[src/rtl/msb_pkg.sv]
// Package: shared block-address helpers for the memory region scoreboard.
// Assumes addresses no wider than 64 bits and size exponents below 128.
package msb_pkg;

    localparam int MSB_AW_MAX = 64;

    // True when address a lies inside the 2^lg block that contains base.
    function automatic logic blk_hit(input logic [MSB_AW_MAX-1:0] a,
                                     input logic [MSB_AW_MAX-1:0] base,
                                     input logic [6:0]            lg);
        logic [MSB_AW_MAX-1:0] diff;
        diff = (a ^ base) >> lg;
        return diff == '0;
    endfunction

    // True when two aligned power-of-two blocks share any address.
    function automatic logic blk_overlap(input logic [MSB_AW_MAX-1:0] a,
                                         input logic [6:0]            lga,
                                         input logic [MSB_AW_MAX-1:0] b,
                                         input logic [6:0]            lgb);
        logic [6:0] lg_big;
        lg_big = (lga > lgb) ? lga : lgb;
        return blk_hit(a, b, lg_big);
    endfunction

endpackage

[src/rtl/msb_entry_table.sv]
// Module: storage for outstanding coprocessor operations.
// One slot per operation holds a pending flag, source base, destination base
// and size exponent. Allocation and release come from the controller; an
// allocation and a release aimed at the same slot in one cycle resolve in
// favour of the allocation (the release then targets a free slot).
module msb_entry_table #(
    parameter int ADDR_W  = 16,
    parameter int LG_W    = 4,
    parameter int ENTRIES = 4,
    localparam int IDX_W  = (ENTRIES > 1) ? $clog2(ENTRIES) : 1
) (
    input  logic                             clk,
    input  logic                             rst_n,
    input  logic                             alloc_en,
    input  logic [IDX_W-1:0]                 alloc_idx,
    input  logic [ADDR_W-1:0]                alloc_src,
    input  logic [ADDR_W-1:0]                alloc_dst,
    input  logic [LG_W-1:0]                  alloc_lg,
    input  logic                             free_en,
    input  logic [IDX_W-1:0]                 free_idx,
    output logic [ENTRIES-1:0]               ent_valid,
    output logic [ENTRIES-1:0][ADDR_W-1:0]   ent_src,
    output logic [ENTRIES-1:0][ADDR_W-1:0]   ent_dst,
    output logic [ENTRIES-1:0][LG_W-1:0]     ent_lg
);

    for (genvar i = 0; i < ENTRIES; i++) begin : g_slot
        logic hit_alloc;
        logic hit_free;

        // Decode whether this slot is targeted by an allocation or a release.
        always_comb begin
            hit_alloc = alloc_en && (alloc_idx == IDX_W'(i));
            hit_free  = free_en  && (free_idx  == IDX_W'(i));
        end

        // Update the pending flag: allocation sets it, release clears it.
        always_ff @(posedge clk) begin
            if (!rst_n) begin
                ent_valid[i] <= 1'b0;
            end else if (hit_alloc) begin
                ent_valid[i] <= 1'b1;
            end else if (hit_free) begin
                ent_valid[i] <= 1'b0;
            end
        end

        // Capture the region description when the slot is allocated.
        always_ff @(posedge clk) begin
            if (!rst_n) begin
                ent_src[i] <= '0;
                ent_dst[i] <= '0;
                ent_lg[i]  <= '0;
            end else if (hit_alloc) begin
                ent_src[i] <= alloc_src;
                ent_dst[i] <= alloc_dst;
                ent_lg[i]  <= alloc_lg;
            end
        end
    end

endmodule

[src/rtl/msb_region_match.sv]
// Module: parallel region comparators, one set per table slot.
// For each pending slot it reports whether the access address falls in the
// destination block, in either block, and whether the candidate source block
// overlaps the slot's destination block. Purely combinational.
module msb_region_match #(
    parameter int ADDR_W  = 16,
    parameter int LG_W    = 4,
    parameter int ENTRIES = 4
) (
    input  logic [ENTRIES-1:0]               ent_valid,
    input  logic [ENTRIES-1:0][ADDR_W-1:0]   ent_src,
    input  logic [ENTRIES-1:0][ADDR_W-1:0]   ent_dst,
    input  logic [ENTRIES-1:0][LG_W-1:0]     ent_lg,
    input  logic [ADDR_W-1:0]                acc_addr,
    input  logic [ADDR_W-1:0]                new_src,
    input  logic [LG_W-1:0]                  new_lg,
    output logic [ENTRIES-1:0]               rd_hit,
    output logic [ENTRIES-1:0]               wr_hit,
    output logic [ENTRIES-1:0]               src_clash
);
    import msb_pkg::*;

    for (genvar i = 0; i < ENTRIES; i++) begin : g_cmp
        logic in_dst;
        logic in_src;
        logic ovl;

        // Compare the access and the candidate source against this slot.
        always_comb begin
            in_dst = blk_hit(MSB_AW_MAX'(acc_addr), MSB_AW_MAX'(ent_dst[i]), 7'(ent_lg[i]));
            in_src = blk_hit(MSB_AW_MAX'(acc_addr), MSB_AW_MAX'(ent_src[i]), 7'(ent_lg[i]));
            ovl    = blk_overlap(MSB_AW_MAX'(new_src), 7'(new_lg),
                                 MSB_AW_MAX'(ent_dst[i]), 7'(ent_lg[i]));
        end

        // Qualify each comparison with the slot's pending flag.
        always_comb begin
            rd_hit[i]    = ent_valid[i] && in_dst;
            wr_hit[i]    = ent_valid[i] && (in_dst || in_src);
            src_clash[i] = ent_valid[i] && ovl;
        end
    end

endmodule

[src/rtl/msb_issue_ctl.sv]
// Module: issue acceptance and slot choice.
// Picks the lowest free slot and accepts a new operation only when a slot is
// free and its source block avoids every pending destination. Decisions use
// the table state at the start of the cycle, so a slot being released in the
// same cycle still counts as pending.
module msb_issue_ctl #(
    parameter int ENTRIES = 4,
    localparam int IDX_W  = (ENTRIES > 1) ? $clog2(ENTRIES) : 1
) (
    input  logic [ENTRIES-1:0] ent_valid,
    input  logic [ENTRIES-1:0] src_clash,
    input  logic               issue_valid,
    output logic               issue_ready,
    output logic [IDX_W-1:0]   issue_idx,
    output logic               alloc_en
);

    logic any_free;

    // Priority search for the lowest-numbered free slot.
    always_comb begin
        issue_idx = '0;
        any_free  = 1'b0;
        for (int i = ENTRIES - 1; i >= 0; i--) begin
            if (!ent_valid[i]) begin
                issue_idx = IDX_W'(i);
                any_free  = 1'b1;
            end
        end
    end

    // Accept when there is room and no read-after-write hazard on the source.
    always_comb begin
        issue_ready = any_free && !(|src_clash);
        alloc_en    = issue_valid && issue_ready;
    end

endmodule

[src/rtl/memreg_scoreboard.sv]
// Module: memory region scoreboard (top).
// Records the source and destination blocks of outstanding memory-to-memory
// coprocessor operations and stalls conflicting processor loads and stores.
// Assumes the coprocessor reports each completion once, by entry index.
module memreg_scoreboard #(
    parameter int ADDR_W  = 16,
    parameter int LG_W    = 4,
    parameter int ENTRIES = 4,
    localparam int IDX_W  = (ENTRIES > 1) ? $clog2(ENTRIES) : 1
) (
    input  logic              clk,
    input  logic              rst_n,
    input  logic              issue_valid,
    input  logic [ADDR_W-1:0] issue_src,
    input  logic [ADDR_W-1:0] issue_dst,
    input  logic [LG_W-1:0]   issue_lg,
    output logic              issue_ready,
    output logic [IDX_W-1:0]  issue_idx,
    input  logic              done_valid,
    input  logic [IDX_W-1:0]  done_idx,
    input  logic              acc_valid,
    input  logic              acc_write,
    input  logic [ADDR_W-1:0] acc_addr,
    output logic              acc_stall
);

    logic [ENTRIES-1:0]             ent_valid;
    logic [ENTRIES-1:0][ADDR_W-1:0] ent_src;
    logic [ENTRIES-1:0][ADDR_W-1:0] ent_dst;
    logic [ENTRIES-1:0][LG_W-1:0]   ent_lg;
    logic [ENTRIES-1:0]             rd_hit;
    logic [ENTRIES-1:0]             wr_hit;
    logic [ENTRIES-1:0]             src_clash;
    logic                           alloc_en;

    msb_entry_table #(
        .ADDR_W (ADDR_W),
        .LG_W   (LG_W),
        .ENTRIES(ENTRIES)
    ) u_table (
        .clk      (clk),
        .rst_n    (rst_n),
        .alloc_en (alloc_en),
        .alloc_idx(issue_idx),
        .alloc_src(issue_src),
        .alloc_dst(issue_dst),
        .alloc_lg (issue_lg),
        .free_en  (done_valid),
        .free_idx (done_idx),
        .ent_valid(ent_valid),
        .ent_src  (ent_src),
        .ent_dst  (ent_dst),
        .ent_lg   (ent_lg)
    );

    msb_region_match #(
        .ADDR_W (ADDR_W),
        .LG_W   (LG_W),
        .ENTRIES(ENTRIES)
    ) u_match (
        .ent_valid(ent_valid),
        .ent_src  (ent_src),
        .ent_dst  (ent_dst),
        .ent_lg   (ent_lg),
        .acc_addr (acc_addr),
        .new_src  (issue_src),
        .new_lg   (issue_lg),
        .rd_hit   (rd_hit),
        .wr_hit   (wr_hit),
        .src_clash(src_clash)
    );

    msb_issue_ctl #(
        .ENTRIES(ENTRIES)
    ) u_ctl (
        .ent_valid  (ent_valid),
        .src_clash  (src_clash),
        .issue_valid(issue_valid),
        .issue_ready(issue_ready),
        .issue_idx  (issue_idx),
        .alloc_en   (alloc_en)
    );

    // Stall a load on a pending destination, a store on any pending block.
    always_comb begin
        acc_stall = acc_valid && (acc_write ? (|wr_hit) : (|rd_hit));
    end

endmodule

[config.mk]
export PLATFORM = sky130hd
export DESIGN_NAME = memreg_scoreboard
export DESIGN_NICKNAME = d
export VERILOG_FILES = /design/src/rtl/msb_pkg.sv /design/src/rtl/msb_entry_table.sv /design/src/rtl/msb_region_match.sv /design/src/rtl/msb_issue_ctl.sv /design/src/rtl/memreg_scoreboard.sv
export SDC_FILE = /design/constraint.sdc
export NUM_CORES = 1
export LEC_CHECK = 0
export BUFFER_PORTS_ARGS = -buffer_cell sky130_fd_sc_hd__buf_2
export CORE_MARGIN = 2
export CORE_UTILIZATION = 58
export DETAILED_ROUTE_END_ITERATION = 6
export PLACE_DENSITY = 0.76
export SETUP_SLACK_MARGIN = 0.15
export SLEW_MARGIN = 20
export SYNTH_ARGS = -nofsm -noshare
export SYNTH_HDL_FRONTEND = slang
export SYNTH_SLANG_ARGS = --single-unit
[constraint.sdc]
create_clock -name clk -period 8.62 [get_ports clk]
set_input_delay 1.293 -clock clk [delete_from_list [all_inputs] [get_ports clk]]
set_output_delay 1.293 -clock clk [all_outputs]
set_load 0.1 [all_outputs]
==> qor.csv <==
stage;metric;value;unit
detailed_routing;drc_errors;0;
synth;synth_cell_types;69;
worst_hold_path;worst_hold_path.num_cells;2;
worst_setup_path;path_class;in -> out;
detailed_routing;wl_per_cell;23.0;µm
synth;ys_seq_elements;148;
final_layout;design_area;0.0110;mm²
run;max_cap_violations;0;
worst_setup_path;cp-end-kind;output pin;
clock_tree;cts-root-buf;clkbuf_16;
final_layout;layout-area-overhead-vs-synth;8.89;%
power_and_ir_drop;p_per_area;174;mW/mm²
detailed_routing;wl;33200;µm
final_layout;drive_above_1_share;0.108;
clock_tree;hold_buffers;0;
worst_setup_path;cp_top_family;multiplexers;
outcome;status;completed;
timing;maxSlewHeadroom;0.306;
worst_setup_path;cp-start-kind;input pin;
synth;yosys.area_share.simple;0.145;
synth;synth_cells;1200;
timing;finalHoldViolCount;0;
worst_setup_path;critPathBufInv;3;
worst_hold_path;hold_start;u_table.ent_src[37];
floorplan;io_pins;64;
synth;async_flop_share;0;
floorplan;dieHeight;136;µm
placed_design;placed_area;0.0104;mm²
clock_tree;cts_post_setup_buffers_inserted;0;
global_route;grt_usage;0.363;
clock_tree;cts_buffer_depth;2;
detailed_routing;drt-pass1-iter-count;5;
floorplan;die_area;0.0186;mm²
synth;synth_top_family_by_area;multiplexers;
worst_setup_path;reg2reg_slack;2970;ps
worst_setup_path;crit_path_top_delay_cell;mux2i_1;
synth;ys.warnings.count;0;
floorplan;die_w;136;µm
timing;post-route-period-util;0.740;
timing;timing.fmax;0.157;GHz
worst_setup_path;critPathMaxFanout;11;
timing;setup_viol;0;
global_route;first_global_vias;8281;
placed_design;dp_cells;1411;
final_layout;mostFrequentLayoutCell;nand2_1;
placed_design;io_buffers;63;
detailed_routing;ant_nets;0;
worst_hold_path;min_to;u_table.ent_src[37];
synth;syn_area_per_cell;8.46;µm²
floorplan;core;0.0172;mm²
synth;synth_nets;1276;
timing;rsz0062_at_grt;false;
clock_tree;postCtsResizedCells;0;
synth;synth-adder-area-share;0.0197;
timing;drv_slew;0;
power_and_ir_drop;p_leak;0.00479;µW
global_route;grt_antenna_before_repair;2;
synth;synth_edf_count;0;
timing;fin_tns_setup;0;ps
clock_tree;clock_sinks;148;
worst_setup_path;critPathArrivalTime;5090;ps
placed_design;finalWeightedCongestion;1.04;
clock_tree;clkTransAtPathRegs;70;ps
timing;fin_crit;6380;ps
synth;synthMuxAreaShare;0.188;
detailed_routing;dr_total_vias;8983;
worst_setup_path;reg2reg_depth;14;
worst_setup_path;cp_cell_sequence;buf_2 > inv_2 > ha_1 > and4_1 > a31oi_4 > mux2i_1 > mux2i_1 > nor3_1 > o2111ai_1 > o211ai_1 > a32oi_2 > o41ai_2 > nor2_1 > buf_2;
power_and_ir_drop;p_total;1920;µW
floorplan;fp-row-count;48;
clock_tree;h-tree-depth;4;
synth;synth_compound_area_frac;0.138;
final_layout;fill_cells;1489;
timing;skew;12.7;ps
global_route;grt_pass1_wl;49900;µm
timing;tightest_slew;1010;ps
synth;synth-xor-area-share;0.166;
worst_setup_path;rr_startpoint;u_table.ent_lg[1];
power_and_ir_drop;irDropWorstVdd;0.175;mV
clock_tree;cts_tree;done;
clock_tree;cts_made_buffers;17;
global_route;grt_max_degree;96;
clock_tree;clk_latency;430;ps
detailed_routing;vias_per_cell;6.22;
detailed_routing;drt_iter0_drc;945;
synth;netlist_area;0.0101;mm²
worst_setup_path;required;7330;ps
final_layout;final_cell_mix;nand2_1, mux2i_1, dfxtp_1, xor2_1, xnor2_1;
worst_setup_path;r2r_end;u_table.ent_src[5];
worst_setup_path;critPathMaxStageDelay;880;ps
worst_hold_path;hold_class;reg -> reg;
final_layout;final_cells;1444;
floorplan;start_util;0.591;
placed_design;hpwl;24600;µm
global_route;grt_overflow;0;
synth;synth-main-ff-cell;dfxtp_1;
synth;yosysSeqAreaShare;0.292;
final_layout;nets;1281;
==> per-layer routing <==
layer	vias up	part of all wire	GRT usage
met5	-	0.00048	0
met4	2	0.045	0.160
met3	93	0.094	0.0802
met2	511	0.42	0.536
met1	4200	0.44	0.505
li1	4177	-	-
==> cells in the mapped netlist, drive strengths merged (9+ instances only) <==
master,number,area share
dfxtp,148,0.29
a31oi,17,0.012
nor3,9,0.0044
nor2,42,0.017
clkbuf,62,0.023
inv,26,0.0096
o21ai,38,0.019
nand3,9,0.0044
a21oi,42,0.023
xnor2,95,0.082
ha,16,0.020
nand2,239,0.088
a211oi,19,0.014
mux2i,180,0.18
xor2,97,0.084
buf,24,0.019
o211ai,17,0.014
==> worst reg2reg max path, stage by stage (launching register included) <==
cell and delay, ps:
dfxtp_1 680, inv_1 350, ha_1 390, nand4b_1 160, a31oi_4 340, mux2i_1 880
mux2i_1 330, nor3_1 70, o2111ai_1 210, o211ai_1 150, a32oi_2 240, o41ai_2 210
nor4_2 570, buf_4 680, mux2i_1 320
==> where the power goes <==
part	switching [µW]	internal (µW)
clock	325	496
sequential	26.5	706
combinational	232	134
total	584	1340
==> sequential cells by signal, summed over array words and instances, names as in the netlist <==
register and flops:
u_table.ent_src 64, u_table.ent_lg 16, u_table.ent_valid 4, u_table.ent_dst 64
==> cell type report <==
type / count / area [µm²] / share of cell area
multi-input combinational: 938 / 6670 / 0.604
sequential: 148 / 2960 / 0.268
clock buffer: 18 / 429 / 0.0388
timing repair buffer: 72 / 385 / 0.0349
tap: 225 / 282 / 0.0255
clock inverter: 14 / 213 / 0.0193
inverter: 28 / 105 / 0.00951
antenna: 1 / 2.50 / 0.000226
==> through the flow <==
| step | setup slack, ps | hold slack, ps | util |
|---|---|---|---|
| after global routing | 2030 | 484 | 0.643 |
| after detailed placement | 2350 | 460 | 0.606 |
| after global placement | 2380 | 454 | 0.606 |
| final | 2240 | 469 | 0.643 |
| after CTS | 2300 | 471 | 0.643 |
| after floorplan | 1910 | 446 | - |
==> kinds of logic (layout without fill, tap and decap cells) <==
| group | Yosys count | count (layout) |
|---|---|---|
| buffers and inverters | 114 | 132 |
| AND/OR/NAND/NOR | 345 | 345 |
| flip-flops | 148 | 148 |
| multiplexers | 188 | 188 |
| AO/OA/AOI/OAI | 197 | 197 |
| adder cells (fa/ha/maj) | 16 | 16 |
| XOR/XNOR | 192 | 192 |
| other | 0 | 1 |
==> how the worst max path moves through the flow <==
stage	from	to	slack, ps	depth (start not counted)
floorplan	acc_addr[12]	acc_stall	1910	10
global placement	issue_lg[0]	issue_ready	2380	14
detailed placement	issue_lg[0]	issue_ready	2350	14
CTS	issue_lg[0]	issue_ready	2300	14
global route	issue_lg[0]	issue_ready	2030	14
finish	issue_lg[0]	issue_ready	2240	14
(Power assumes the default switching activity.)
